<file path="src/rtl/dxr_pkg.sv">
package dxr_pkg;

    typedef enum logic [2:0] {
        ST_IDLE,
        ST_FLUSH,
        ST_CMD,
        ST_ADDR,
        ST_MODE,
        ST_DATA,
        ST_GAP
    } xip_state_e;

    localparam logic [7:0] DUAL_READ_OP = 8'hBB;
    localparam logic [7:0] MODE_HOLD    = 8'h20;
    localparam logic [7:0] MODE_LEAVE   = 8'h00;

    localparam int FLUSH_CLKS = 16;
    localparam int OP_CLKS    = 8;
    localparam int ADDR_CLKS  = 12;
    localparam int MODE_CLKS  = 4;
    localparam int SLOT_W     = $clog2(FLUSH_CLKS);

    // index of the final serial clock of a fixed-length phase
    function automatic logic [SLOT_W-1:0] last_slot(input xip_state_e s);
        case (s)
            ST_FLUSH: return SLOT_W'(FLUSH_CLKS - 1);
            ST_CMD:   return SLOT_W'(OP_CLKS - 1);
            ST_ADDR:  return SLOT_W'(ADDR_CLKS - 1);
            ST_MODE:  return SLOT_W'(MODE_CLKS - 1);
            default:  return '0;
        endcase
    endfunction

    function automatic logic window_open(input xip_state_e s);
        return (s == ST_FLUSH) || (s == ST_CMD) || (s == ST_ADDR) ||
               (s == ST_MODE)  || (s == ST_DATA);
    endfunction

endpackage

</file>
<file path="src/rtl/dxr_sck_gen.sv">
module dxr_sck_gen #(
    parameter int SCK_DIV = 4
) (
    input  logic clk,
    input  logic rst_n,
    input  logic run,
    output logic sck,
    output logic rise,
    output logic fall
);
    localparam int HALF = (SCK_DIV < 2) ? 1 : SCK_DIV / 2;
    localparam int CW   = (HALF > 1) ? $clog2(HALF) : 1;

    logic [CW-1:0] cnt;
    logic          edge_now;

    assign edge_now = run && (cnt == CW'(HALF - 1));
    assign rise     = edge_now && !sck;
    assign fall     = edge_now && sck;

    always_ff @(posedge clk or negedge rst_n) begin
        if (!rst_n) begin
            cnt <= '0;
            sck <= 1'b0;
        end else if (!run) begin
            cnt <= '0;
            sck <= 1'b0;
        end else if (edge_now) begin
            cnt <= '0;
            sck <= ~sck;
        end else begin
            cnt <= cnt + 1'b1;
        end
    end

endmodule

</file>
<file path="src/rtl/dxr_tx_shift.sv">
module dxr_tx_shift #(
    parameter int W = 32
) (
    input  logic         clk,
    input  logic         rst_n,
    input  logic         load,
    input  logic [W-1:0] load_val,
    input  logic         shift,
    output logic [1:0]   pair
);
    logic [W-1:0] sh;

    always_ff @(posedge clk or negedge rst_n) begin
        if (!rst_n)
            sh <= '0;
        else if (load)
            sh <= load_val;
        else if (shift)
            sh <= {sh[W-3:0], 2'b00};
    end

    assign pair = sh[W-1:W-2];

endmodule

</file>
<file path="src/rtl/dxr_rx_deser.sv">
module dxr_rx_deser (
    input  logic       clk,
    input  logic       rst_n,
    input  logic       clear,
    input  logic       take,
    input  logic [1:0] lanes,
    output logic       byte_vld,
    output logic [7:0] byte_q,
    output logic       byte_end
);
    logic [5:0] acc;
    logic [1:0] pair;

    assign byte_end = take && (pair == 2'd3);

    always_ff @(posedge clk or negedge rst_n) begin
        if (!rst_n) begin
            acc      <= '0;
            pair     <= '0;
            byte_vld <= 1'b0;
            byte_q   <= '0;
        end else begin
            byte_vld <= 1'b0;
            if (clear) begin
                pair <= '0;
            end else if (take) begin
                acc  <= {acc[3:0], lanes};
                pair <= pair + 2'd1;
                if (pair == 2'd3) begin
                    byte_vld <= 1'b1;
                    byte_q   <= {acc, lanes};
                end
            end
        end
    end

    // a byte strobe never lasts more than one cycle
    p_strobe_single_r7: assert property (@(posedge clk) disable iff (!rst_n)
        byte_vld |=> !byte_vld);

endmodule

</file>
<file path="src/rtl/dual_xip_reader.sv">
module dual_xip_reader
    import dxr_pkg::*;
#(
    parameter int SCK_DIV = 4,
    parameter int LEN_W   = 16
) (
    input  logic             clk,
    input  logic             rst_n,
    input  logic             rd_start,
    input  logic [23:0]      rd_addr,
    input  logic [LEN_W-1:0] rd_len,
    input  logic             rd_keep_cm,
    output logic             rd_byte_vld,
    output logic [7:0]       rd_byte,
    output logic             rd_done,
    output logic             spi_sck,
    output logic             spi_cs_n,
    output logic [1:0]       spi_io_o,
    output logic [1:0]       spi_io_oe,
    input  logic [1:0]       spi_io_i
);
    localparam int GAP_CYC = 2 * SCK_DIV;
    localparam int GW      = $clog2(GAP_CYC + 1);
    localparam int TX_W    = 24 + 8;

    xip_state_e        state, state_nx;
    logic [SLOT_W-1:0] slot;
    logic [LEN_W-1:0]  left;
    logic              keep_q;
    logic              cm_on;
    logic              cm_unknown;
    logic              after_flush;
    logic [GW-1:0]     gap_cnt;
    logic              done_q;

    logic              run, sck_q, sck_rise, sck_fall;
    logic              accept, phase_end, gap_end, data_end, byte_end;
    logic [1:0]        tx_pair;

    assign run       = window_open(state);
    assign accept    = (state == ST_IDLE) && rd_start && (rd_len != '0);
    assign phase_end = sck_fall && (slot == last_slot(state));
    assign gap_end   = (state == ST_GAP) && (gap_cnt == GW'(GAP_CYC - 1));
    assign data_end  = (state == ST_DATA) && sck_fall && (left == '0);

    dxr_sck_gen #(.SCK_DIV(SCK_DIV)) i_sck (
        .clk  (clk),
        .rst_n(rst_n),
        .run  (run),
        .sck  (sck_q),
        .rise (sck_rise),
        .fall (sck_fall)
    );

    dxr_tx_shift #(.W(TX_W)) i_tx (
        .clk     (clk),
        .rst_n   (rst_n),
        .load    (accept),
        .load_val({rd_addr, rd_keep_cm ? MODE_HOLD : MODE_LEAVE}),
        .shift   (sck_fall && ((state == ST_ADDR) || (state == ST_MODE))),
        .pair    (tx_pair)
    );

    dxr_rx_deser i_rx (
        .clk     (clk),
        .rst_n   (rst_n),
        .clear   (accept),
        .take    (sck_rise && (state == ST_DATA)),
        .lanes   (spi_io_i),
        .byte_vld(rd_byte_vld),
        .byte_q  (rd_byte),
        .byte_end(byte_end)
    );

    // next-state decision
    always_comb begin
        state_nx = state;
        unique case (state)
            ST_IDLE:  if (accept)
                          state_nx = cm_unknown ? ST_FLUSH :
                                     (cm_on ? ST_ADDR : ST_CMD);
            ST_FLUSH: if (phase_end) state_nx = ST_GAP;
            ST_CMD:   if (phase_end) state_nx = ST_ADDR;
            ST_ADDR:  if (phase_end) state_nx = ST_MODE;
            ST_MODE:  if (phase_end) state_nx = ST_DATA;
            ST_DATA:  if (data_end)  state_nx = ST_GAP;
            ST_GAP:   if (gap_end)   state_nx = after_flush ? ST_CMD : ST_IDLE;
            default:  state_nx = ST_IDLE;
        endcase
    end

    // state register
    always_ff @(posedge clk or negedge rst_n) begin
        if (!rst_n)
            state <= ST_IDLE;
        else
            state <= state_nx;
    end

    // phase bookkeeping and mode tracking
    always_ff @(posedge clk or negedge rst_n) begin
        if (!rst_n) begin
            slot        <= '0;
            left        <= '0;
            keep_q      <= 1'b0;
            cm_on       <= 1'b0;
            cm_unknown  <= 1'b1;
            after_flush <= 1'b0;
            gap_cnt     <= '0;
            done_q      <= 1'b0;
        end else begin
            if (state_nx != state)
                slot <= '0;
            else if (sck_fall)
                slot <= slot + 1'b1;

            if (accept) begin
                left   <= rd_len;
                keep_q <= rd_keep_cm;
            end else if (byte_end) begin
                left <= left - 1'b1;
            end

            if ((state == ST_FLUSH) && phase_end) begin
                cm_unknown  <= 1'b0;
                cm_on       <= 1'b0;
                after_flush <= 1'b1;
            end else if (data_end) begin
                cm_on <= keep_q;
            end else if (gap_end) begin
                after_flush <= 1'b0;
            end

            if ((state == ST_GAP) && !gap_end)
                gap_cnt <= gap_cnt + 1'b1;
            else
                gap_cnt <= '0;

            done_q <= gap_end && !after_flush;
        end
    end

    // pin outputs
    always_comb begin
        spi_io_o  = 2'b00;
        spi_io_oe = 2'b00;
        unique case (state)
            ST_FLUSH: begin
                spi_io_o  = 2'b11;
                spi_io_oe = 2'b11;
            end
            ST_CMD: begin
                spi_io_o  = {1'b0, DUAL_READ_OP[3'd7 - slot[2:0]]};
                spi_io_oe = 2'b01;
            end
            ST_ADDR, ST_MODE: begin
                spi_io_o  = tx_pair;
                spi_io_oe = 2'b11;
            end
            default: begin
                spi_io_o  = 2'b00;
                spi_io_oe = 2'b00;
            end
        endcase
    end

    assign spi_sck  = sck_q;
    assign spi_cs_n = !run;
    assign rd_done  = done_q;

    // ---------------- assertions ----------------
    logic [GW-1:0] cs_hi_cnt;

    always_ff @(posedge clk or negedge rst_n) begin
        if (!rst_n)
            cs_hi_cnt <= GW'(GAP_CYC);
        else if (!spi_cs_n)
            cs_hi_cnt <= '0;
        else if (cs_hi_cnt != GW'(GAP_CYC))
            cs_hi_cnt <= cs_hi_cnt + 1'b1;
    end

    // mode-0 idle level of the serial clock
    p_idle_sck_low_r1: assert property (@(posedge clk) disable iff (!rst_n)
        spi_cs_n |-> (!spi_sck && (spi_io_oe == 2'b00)));

    // lane values are held while the flash may sample them
    p_lanes_hold_r2: assert property (@(posedge clk) disable iff (!rst_n)
        spi_sck |-> ($stable(spi_io_o) && $stable(spi_io_oe)));

    // lanes are released whenever a byte is delivered
    p_released_on_byte_r7: assert property (@(posedge clk) disable iff (!rst_n)
        rd_byte_vld |-> (spi_io_oe == 2'b00) && !spi_cs_n);

    // an active continuous mode skips the opcode phase
    p_skip_cmd_r8: assert property (@(posedge clk) disable iff (!rst_n)
        (accept && cm_on && !cm_unknown) |=> (state == ST_ADDR));

    // chip select high time between windows
    p_cs_gap_r9: assert property (@(posedge clk) disable iff (!rst_n)
        $fell(spi_cs_n) |-> (cs_hi_cnt == GW'(GAP_CYC)));

    // single-cycle completion pulse with the select released
    p_done_pulse_r9: assert property (@(posedge clk) disable iff (!rst_n)
        rd_done |-> spi_cs_n ##1 !rd_done);

endmodule

</file>
<file path="config.mk">
export PLATFORM = sky130hd
export DESIGN_NAME = dual_xip_reader
export DESIGN_NICKNAME = d
export VERILOG_FILES = /design/src/rtl/dxr_pkg.sv /design/src/rtl/dxr_sck_gen.sv /design/src/rtl/dxr_tx_shift.sv /design/src/rtl/dxr_rx_deser.sv /design/src/rtl/dual_xip_reader.sv
export SDC_FILE = /design/constraint.sdc
export NUM_CORES = 1
export LEC_CHECK = 0
export BUFFER_PORTS_ARGS = -buffer_cell sky130_fd_sc_hd__buf_2
export CAP_MARGIN = 20
export CORE_MARGIN = 5
export CORE_UTILIZATION = 57
export DETAILED_ROUTE_END_ITERATION = 10
export PLACE_DENSITY = 0.8
export SLEW_MARGIN = 0
export SYNTH_ARGS = -nofsm -noshare
export SYNTH_HDL_FRONTEND = slang
export SYNTH_HIERARCHICAL = 1
export SYNTH_SLANG_ARGS = --single-unit
</file>
<file path="constraint.sdc">
create_clock -name clk -period 2.9 [get_ports clk]
set_clock_uncertainty 0.1 [all_clocks]
set_input_delay 0.435 -clock clk [delete_from_list [all_inputs] [get_ports clk]]
set_output_delay 0.435 -clock clk [all_outputs]
set_load 0.03 [all_outputs]
</file>
==> results of run 1 <==
area by class of cell:
| type | count | area (um2) | share of cell area, % |
|---|---|---|---|
| sequential | 83 | 2080 | 43.0 |
| multi-input combinational | 303 | 2010 | 41.5 |
| timing repair buffer | 70 | 410 | 8.48 |
| clock buffer | 11 | 141 | 2.92 |
| tap | 99 | 124 | 2.56 |
| inverter | 10 | 37.5 | 0.776 |
| clock inverter | 5 | 36.3 | 0.750 |
power by group through the flow:
| stage | registers, W | logic (W) | clock network [W] |
|---|---|---|---|
| floorplan | 0.00118 | 0.00000223 | 0 |
| global placement | 0.00118 | 0.0000586 | 0 |
| detailed placement | 0.00118 | 0.0000599 | 0 |
| CTS | 0.00116 | 0.0000602 | 0.000780 |
| global route | 0.00116 | 0.0000742 | 0.000828 |
| finish | 0.00116 | 0.0000639 | 0.000752 |
stage by stage:
stage | utilization [%] | instance area [um2] | total power [W] | cells
finish | 66.3 | 4840 | 0.00197 | 581
global route | 66.3 | 4840 | 0.00206 | 581
CTS | 65.8 | 4800 | 0.00200 | 579
detailed placement | 63.4 | 4620 | 0.00124 | 563
global placement | 63.4 | 4620 | 0.00124 | 563
floorplan | - | 4300 | 0.00118 | 421
registers in the layout (all words and copies together), names as in the netlist, 2 cells and up:
| signal | count |
|---|---|
| state | 3 |
| i_rx/acc | 6 |
| i_tx/sh | 32 |
| i_rx/pair | 2 |
| slot | 4 |
| gap_cnt | 4 |
| i_rx/byte_q | 8 |
| left | 16 |
layer usage:
metal | part of all wire [%] | up-vias | track usage, % | wire, um
met3 | 4.8 | 11 | 4.53 | 385
met1 | 45 | 1451 | 23.1 | 3600
met4 | 1.2 | 0 | 5.62 | 94
met5 | 0 | - | 0 | 0
met2 | 49 | 75 | 29.4 | 3930
li1 | - | 1556 | - | -
how the worst max path moves through the flow:
| stage | startpoint | endpoint | cells past startpoint |
|---|---|---|---|
| 6_report | state[2]$_DFF_PN0_ | slot[1]$_DFFE_PN0P_ | 8 |
| 5_1_grt | state[2]$_DFF_PN0_ | slot[2]$_DFFE_PN0P_ | 8 |
| 4_1_cts | state[2]$_DFF_PN0_ | slot[1]$_DFFE_PN0P_ | 8 |
| 3_5_place_dp | state[2]$_DFF_PN0_ | slot[1]$_DFFE_PN0P_ | 8 |
| 3_3_place_gp | state[2]$_DFF_PN0_ | slot[2]$_DFFE_PN0P_ | 8 |
| 2_1_floorplan | state[1]$_DFF_PN0_ | left[11]$_DFFE_PN0P_ | 13 |
worst max-delay path: cells and delay by family (launching register included):
| family | cells | cell delay, ns |
|---|---|---|
| flip-flops | 1 | 0.48 |
| AND/OR/NAND/NOR | 6 | 1.36 |
| AO/OA/AOI/OAI | 2 | 0.54 |
cell usage after synthesis (3+ instances only):
library cell,instances
inv_1,9
mux2_4,6
buf_2,10
nor4_1,7
mux2_2,10
nor3_1,10
nand4_1,4
dfrtp_1,82
a21oi_1,21
nand3_1,8
nor2_1,43
ha_1,6
mux2i_1,31
nand2_1,48
buf_12,3
nand2b_1,3
o21ai_1,27
buf_4,4
xnor2_1,17
xor2_1,5
clkbuf_1,4
o21ai_0,9
timing repair:
action | in CTS | in global routing
hold buffers | 0 | 1
hold endpoints to repair | 0 | 29
setup endpoints to repair | 0 | 1
resized for setup | 0 | 1
cell families (layout without fill, tap and decap cells):
| logic type | Yosys count | in the layout | synth area share [%] |
|---|---|---|---|
| and+or+nand+nor | 148 | 148 | 18.1 |
| DFF | 83 | 83 | 48.6 |
| AOI/OAI and AO/OA | 73 | 73 | 9.77 |
| muxes | 47 | 47 | 12.0 |
| buffers and inverters | 35 | 96 | 5.21 |
| xor gates and xnor gates | 22 | 22 | 4.51 |
| adders and majority gates | 6 | 6 | 1.76 |
| other | 1 | 7 | 0.0877 |
==> metrics.txt, run 1 <==
LEAKAGE=~2.1 nW; # IOs=just over 60; Starting Density=between 50% and 60%; worst-skew pair later-pin latency=0.35 ns; initial antenna violation count=0; PwrDens=a little over 400 nW/um2; number of routed nets with antenna violations=0; relative slew slack=between 60% and 70%; syn_area_per_cell=10.3 um2; Layout area overhead=13.1%; Setup WS pre-CTS=0.248 ns; required time of the critical path=between 3 and 4 ns; critical path's slowest cell=dfrtp_2; Post-synth EDFFs=0; largest area contributor in the synthesized netlist=dfrtp_1; final worst hold slack=approximately 0.19 ns; CTS buffer count=9; # nets final=529; VDD IR max=about 260 uV; fillers=about 620; synth warn=6; Wirelength per Cell=about 14 um; Num Clock Sinks=between 80 and 90; grt total ovfl=0; startpoint types=register; critical path endpoint category=register; sequential element share of the synthesized area=about half; row cnt=31; status=completed; worst reg2reg path startpoint=state[2]$_DFF_PN0_; Worst Min Path Start=rd_addr[9]; Die Y=slightly below 100 um; Crit path arrival time=between 2 and 3 ns; Mapped Area=between 4000 and 5000 um2; Worst Slack Setup Final=approximately 0.28 ns; number of unique standard cell types used by synthesis=59; die area=9330 um2; reg2reg setup slack=around 0.28 ns; first-pass GRT wire length=between 10000 and 15000 um; setup bufs post-CTS=0; Synth async-reset ratio=100%; RSZ-0062 raised after global routing=no; post-synthesis register bit count=83; Clock Tree Root=clkbuf_8; switching power total=0.000449 W; post-route clock period utilization=between 90 and 100%; Mapped Cells=415; Gate power share=approximately 3.2%; CTS HTree Levels=3; Fin. Hold Viols=0; Worst Hold End=i_tx/sh[17]$_DFFE_PN0P_; GRT Total Usage=between 15 and 20%; Power Internal=about 0.0015 W; Clk pwr share=38.1%; hold path depth=3; most common cell after layout, fill and taps aside=dfrtp_1; via count=roughly 3100; Max clock buf depth=2; Post-synth top flop=dfrtp_1; Worst Tran Pin Value=roughly 0.55 ns; R2R depth=8; clk slew on worst S/H paths=0.08 ns; highest-count cells in the layout ignoring fill and taps=dfrtp_1, buf_2, nand2_1, nor2_1, mux2i_1; FMAX=roughly 0.38 GHz; worst path cell trace=nor3_2 > a21oi_1 > and3_2 > nor4bb_1 > nand4_1 > or2_1 > a31oi_2 > nor3_1; gpl congestion=0.794; Core ar.=about 7300 um2; dpl hpwl=between 5000 and 6000 um; Final Setup Violations=0; Synth top area share=a little under half; RR Endpoint=slot[1]$_DFFE_PN0P_; Worst Hold Class=in2reg; vias in the first global route=roughly 3100; port bufs=61; Switching Fraction=between 20% and 30%; DR pass1 iterations=4; Seq pwr share=approximately three fifths; Worst Path Max Fanout=10; setup TNS=0 ns; largest cells by area after synthesis=dfrtp_1, mux2i_1, nand2_1, nor2_1, xnor2_1; largest net degree at the start of global routing=84; MaxCap Viol Count=0; max-slew violation count=0; Iteration-0 DRC Markers=133; Die X=96.6 um; Final Critical Period=~2.6 ns; Crit path largest cell delay=about 0.48 ns; routed wire length=between 8000 and 9000 um; Worst Setup Path Type=reg2reg; layout cells sized above 1=about a quarter; CTS tree=built; DRC violation count after routing=0; diode count=0; Via density=~5.3
Power figures use the tool's default switching activity.
==> inputs of run 2 (changes only) <==
ABC_AREA = 1   (was default)
CORE_UTILIZATION = 58   (was 57)
PLACE_DENSITY = 0.82   (was 0.8)
==> metrics.txt, run 2 <==
grt total ovfl=0; first-pass GRT wire length=approximately 17000 um; MaxCap Viol Count=0; Iteration-0 DRC Markers=183; top-count cell post-synth=nand2_1; most common cell after layout, fill and taps aside=nand2_1; setup bufs post-CTS=0; sequential element share of the synthesized area=a little under half; reg2reg setup slack=0.23 ns; Fin. Hold Viols=0; largest area contributor in the synthesized netlist=dfrtp_1; fillers=about 670; Pwr Total=~0.0022 W; Worst Hold Class=in2reg; worst reg2reg path startpoint=state[0]$_DFF_PN0_; Worst Path Max Fanout=9; # IOs=slightly above 60; Worst Tran Pin Value=roughly 0.54 ns; required time of the critical path=just over 3 ns; post-synthesis simple-gate area fraction=a little under two fifths; worst-skew pair later-pin latency=approximately 0.36 ns; status=completed; mux cell area share after synthesis=0%; largest net degree at the start of global routing=84; leading registers by flop count=i_tx/sh x32, left x16, i_rx/byte_q x8; Die Y=between 90 and 100 um; Worst Setup Path Type=reg2reg; clk slew on worst S/H paths=roughly 0.090 ns; relative slew slack=about 64%; DP Cell Count=~700; register with the most flip-flops=i_tx/sh; startpoint types=register; Synth async-reset ratio=100%; VDD IR max=271 uV; number of unique standard cell types used by synthesis=39; worst path cell trace=nor2_2 > nand2_1 > nand2_2 > nor2_1 > inv_1 > nand3_1 > inv_1 > inv_1 > nor2_1 > nand2_1 > inv_1 > inv_1 > nand2_1 > o22ai_1 > a31oi_1 > o21ai_1; post-synthesis compound-gate area fraction=just over 4%; critical path's slowest cell=dfrtp_1; syn_area_per_cell=a little over 8 um2; setup TNS=0 ns; # nets final=between 600 and 700; PwrDens=between 400 and 500 nW/um2; Final Critical Period=2.67 ns; Synth top area share=about 46%; Mapped Cells=around 550; main combinational cell family by area after synthesis=simple AND/OR/NAND/NOR gates; Layout area overhead=13.1%; Max clock buf depth=2; synth warn=6; Die X=97.5 um; Post-synth EDFFs=0; routed wire length=between 9000 and 10000 um; highest-count cells in the layout ignoring fill and taps=nand2_1, nand3_1, dfrtp_1, buf_2, nor2_1; post-synthesis xor/xnor area fraction=~2.4%; max-slew violation count=0; number of routed nets with antenna violations=0; Setup WS pre-CTS=approximately 0.25 ns; Core ar.=between 7000 and 8000 um2; Crit path largest cell delay=between 0.5 and 0.6 ns; Post-synth top flop=dfrtp_1; RSZ-0062 raised after global routing=no; layout cells sized above 1=~20%; LEAKAGE=2.57 nW; CTS tree=built; Starting Density=approximately three fifths; Worst Min Path Start=rd_addr[8]; post-route clock period utilization=between 90 and 100%; GRT Total Usage=between 20% and 30%; Clock Tree Root=clkbuf_8; fin util=between 60 and 70%; vias in the first global route=around 3700; Mapped Area=between 4000 and 5000 um2; row cnt=32; dpl hpwl=~7000 um; largest cells by area after synthesis=dfrtp_1, nand2_1, nand3_1, nor2_1, inv_1; critical path endpoint category=register; CTS buffer count=9; DR pass1 iterations=5; post-synthesis register bit count=83; most frequent cell on the critical path=inv_1; Wirelength per Cell=approximately 14 um; Crit path arrival time=around 2.8 ns; FMAX=around 0.37 GHz; port bufs=around 60; Num Clock Sinks=83; CTS HTree Levels=3; via count=approximately 3800; crit path from=state[0]$_DFF_PN0_; most frequent cells after synthesis=nand2_1, nand3_1, dfrtp_1; area share of fa/ha/maj cells after synthesis=1.69%; Via density=between 5 and 6; initial antenna violation count=0; Final Setup Violations=0; DRC violation count after routing=0; gpl congestion=slightly above 0.9; Non-Filler Instances=723; die area=9510 um2; diode count=0; Worst Slack Setup Final=approximately 0.23 ns; Largest register FFs=32
-- run 2: cell count changes after synthesis, moves of 10 or more --
cell / delta
xnor2_1: -13
mux2i_1: -31
mux2_2: -10
nand3_1: +75
o21ai_1: -24
inv_1: +30
nand2_1: +130
a21oi_1: -18
-- run 2: final cells by class --
| type | instances | area (um2) | share of cell area [%] |
|---|---|---|---|
| well taps | 102 | 128 | 2.54 |
| repair buffers | 72 | 425 | 8.47 |
| inverters | 44 | 168 | 3.34 |
| flip-flops and latches | 83 | 2080 | 41.4 |
| clock inverters | 7 | 76.3 | 1.52 |
| clock buffers | 9 | 124 | 2.47 |
| multi-input cells | 406 | 2020 | 40.3 |
-- run 2: kinds of logic after synthesis --
family | Yosys count
AND/OR/NAND/NOR | 353
flip-flops | 83
buffers and inverters | 69
AO/OA/AOI/OAI | 28
XOR/XNOR | 12
adder cells (fa/ha/maj) | 6
other | 1
-- run 2: where the power goes --
part | total, W | switching [W] | internal [W]
sequential | 0.00119 | 0.0000152 | 0.00117
combinational | 0.000114 | 0.0000663 | 0.0000474
clock | 0.000858 | 0.000453 | 0.000405
-- run 2: metal layers --
metal | wire [um] | global-route usage [%] | vias up
met5 | 0 | 0 | -
met4 | 147 | 5.96 | 0
met3 | 558 | 4.81 | 17
met2 | 4770 | 35.1 | 109
met1 | 4360 | 29.4 | 1795
li1 | - | - | 1915
-- run 2: per-stage QoR --
step / cell area (um2) / hold slack [ns]
finish: 5020 / 0.180
global route: 5020 / 0.186
CTS: 4980 / 0.177
detailed placement: 4780 / 0.353
global placement: 4780 / 0.344
floorplan: 4460 / 0.0394
-- run 2: worst max-delay path: cells and delay by family, from the launching register on --
| family | cells | cell delay (ns) |
|---|---|---|
| AO/OA/AOI/OAI | 3 | 0.34 |
| buffers and inverters | 5 | 0.47 |
| flip-flops | 1 | 0.53 |
| AND/OR/NAND/NOR | 8 | 1.12 |
-- run 2: what timing repair did --
item                                   in CTS  in global routing
resized for setup                           0                  1
endpoints found under the hold margin       0                 20
hold buffers                                0                  1
setup endpoints to repair                   0                  4
-- run 2: final timing paths --
check                                               end  cells after the start
max in group asynchronous        cm_unknown$_DFFE_PN1P_                      3
worst max register to register     left[13]$_DFFE_PN0P_                     16
min in group asynchronous          left[11]$_DFFE_PN0P_                      2
worst max-delay path               left[13]$_DFFE_PN0P_                     16
worst min register to register     gap_cnt[0]$_DFF_PN0_                      1
worst min-delay path            i_tx/sh[16]$_DFFE_PN0P_                      3
==> inputs of run 3 (changes only) <==
CORE_UTILIZATION = 60   (was 58)
CTS_BUF_LIST = sky130_fd_sc_hd__clkbuf_4 sky130_fd_sc_hd__clkbuf_8   (was default)
PLACE_DENSITY = 0.85   (was 0.82)
==> metrics.txt, run 3 (same netlist as run 2, synthesis figures left out) <==
post-route clock period utilization=92.6%; Core ar.=slightly above 7000 um2; CTS tree=built; Placed Area=4770 um2; worst-skew pair later-pin latency=~0.35 ns; leading registers by flop count=i_tx/sh x32, left x16, i_rx/byte_q x8; diode count=0; highest-count cells in the layout ignoring fill and taps=nand2_1, nand3_1, dfrtp_1, buf_2, nor2_1; RSZ-0062 raised after global routing=no; Largest register FFs=32; number of routed nets with antenna violations=0; Layout area overhead=14.1%; worst path cell trace=nor2_2 > nand2_1 > nand2_2 > nor2_1 > inv_1 > nand2_1 > nor2_2 > inv_1 > nor2_4 > nand3_4 > nor2_2 > nor2_2 > nand3_2 > nand2_2 > nor3_2; LEAKAGE=2.59 nW; FF/Latch Area=2080 um2; row cnt=31; Final Critical Period=roughly 2.7 ns; Die Y=96.0 um; Worst Slack Setup Final=~0.22 ns; Setup WS pre-CTS=0.109 ns; Worst Hold Class=in2reg; port bufs=61; Wirelength per Cell=13.9 um; most common cell after layout, fill and taps aside=nand2_1; setup TNS=0 ns; first-pass GRT wire length=~17000 um; Top Layer Used=met4; VDD IR max=290 uV; Via density=5.41; initial antenna violation count=0; critical path's slowest cell=dfrtp_2; # IOs=between 60 and 70; Iteration-0 DRC Markers=approximately 210; status=completed; Starting Density=about three fifths; Fin. Hold Viols=0; relative slew slack=around 63%; Max clock buf depth=2; fillers=about 560; clk slew on worst S/H paths=roughly 0.090 ns; register with the most flip-flops=i_tx/sh; required time of the critical path=around 3.1 ns; met3 wire len=around 650 um; # nets final=between 600 and 700; PwrDens=between 400 and 500 nW/um2; critical path endpoint category=register; CTS buffer count=9; most frequent cell on the critical path=nor2_2; DRC violation count after routing=0; die area=between 9000 and 10000 um2; layout cells sized above 1=20.0%; FMAX=~0.37 GHz; vias in the first global route=roughly 3800; routed wire length=10000 um; met2 routed WL=~4900 um; Worst Tran Pin Value=about 0.55 ns; Num Clock Sinks=83; Multi-input gate area=slightly above 2000 um2; Clock Tree Root=clkbuf_8; gpl congestion=between 0.9 and 1; Crit path arrival time=about 2.9 ns; Pwr Total=between 0.002 and 0.0025 W; max-slew violation count=0; via count=a little under 4000; Final Setup Violations=0; Worst Path Max Fanout=9; design area=roughly 5100 um2; startpoint types=register; grt total ovfl=0; dpl hpwl=just over 7000 um; met1 WL=~4300 um; CTS HTree Levels=3; DR pass1 iterations=4; Worst Setup Path Type=reg2reg; MaxCap Viol Count=0; Die X=between 90 and 100 um; Crit path largest cell delay=approximately 0.50 ns; GRT Total Usage=approximately a quarter; largest net degree at the start of global routing=84
==> run 3: routing by layer <==
layer	vias up	track usage, %
met5	-	0
met3	17	5.39
met4	0	9.00
met1	1827	30.0
li1	1910	-
met2	136	38.1
==> run 3: cell type report <==
cell class | instances | area share [%]
Clock buffer | 10 | 2.72
Timing Repair Buffer | 71 | 8.25
Sequential cell | 83 | 41.0
Clock inverter | 6 | 2.22
Multi-Input combinational cell | 406 | 40.0
Inverter | 44 | 3.31
Tap cell | 99 | 2.45
==> run 3: timing repair <==
item | in CTS | in global routing
setup endpoints to repair | 0 | 11
endpoints found under the hold margin | 0 | 11
hold buffers | 0 | 1
resized for setup | 0 | 3
setup buffers | 0 | 0
==> run 3: critical path, delay by kind of cell, from the launching register on <==
kind / cells / cell delay (ns)
and+or+nand+nor: 13 / 1.74
DFF: 1 / 0.50
buffers and inverters: 2 / 0.25
==> run 3: report_power, final <==
part	leakage, nW	total (W)	switching [W]	internal, W
clock network	0.126	0.00103	0.000431	0.000597
registers	1.10	0.00119	0.0000150	0.00117
logic	1.36	0.000116	0.0000680	0.0000476
total	2.59	0.00233	0.000514	0.00182
==> run 3: worst paths after layout <==
kind	from	to	slack [ns]	cells past startpoint
max	state[0]$_DFF_PN0_	slot[3]$_DFFE_PN0P_	0.22	15
min	rd_addr[15]	i_tx/sh[23]$_DFFE_PN0P_	0.20	3
max reg2reg	state[0]$_DFF_PN0_	slot[3]$_DFFE_PN0P_	0.22	15
min reg2reg	gap_cnt[0]$_DFF_PN0_	gap_cnt[0]$_DFF_PN0_	0.36	1
max in group asynchronous	rst_n	cm_unknown$_DFFE_PN1P_	1.69	3
min in group asynchronous	rst_n	left[12]$_DFFE_PN0P_	0.38	2
==> run 3: stage by stage <==
stage               cells  hold slack [ns]  utilization (%)
floorplan             558           0.0394                -
global placement      701            0.348             66.1
detailed placement    701            0.354             66.1
CTS                   717            0.188             69.6
global route          719            0.186             70.2
finish                719            0.196             70.2
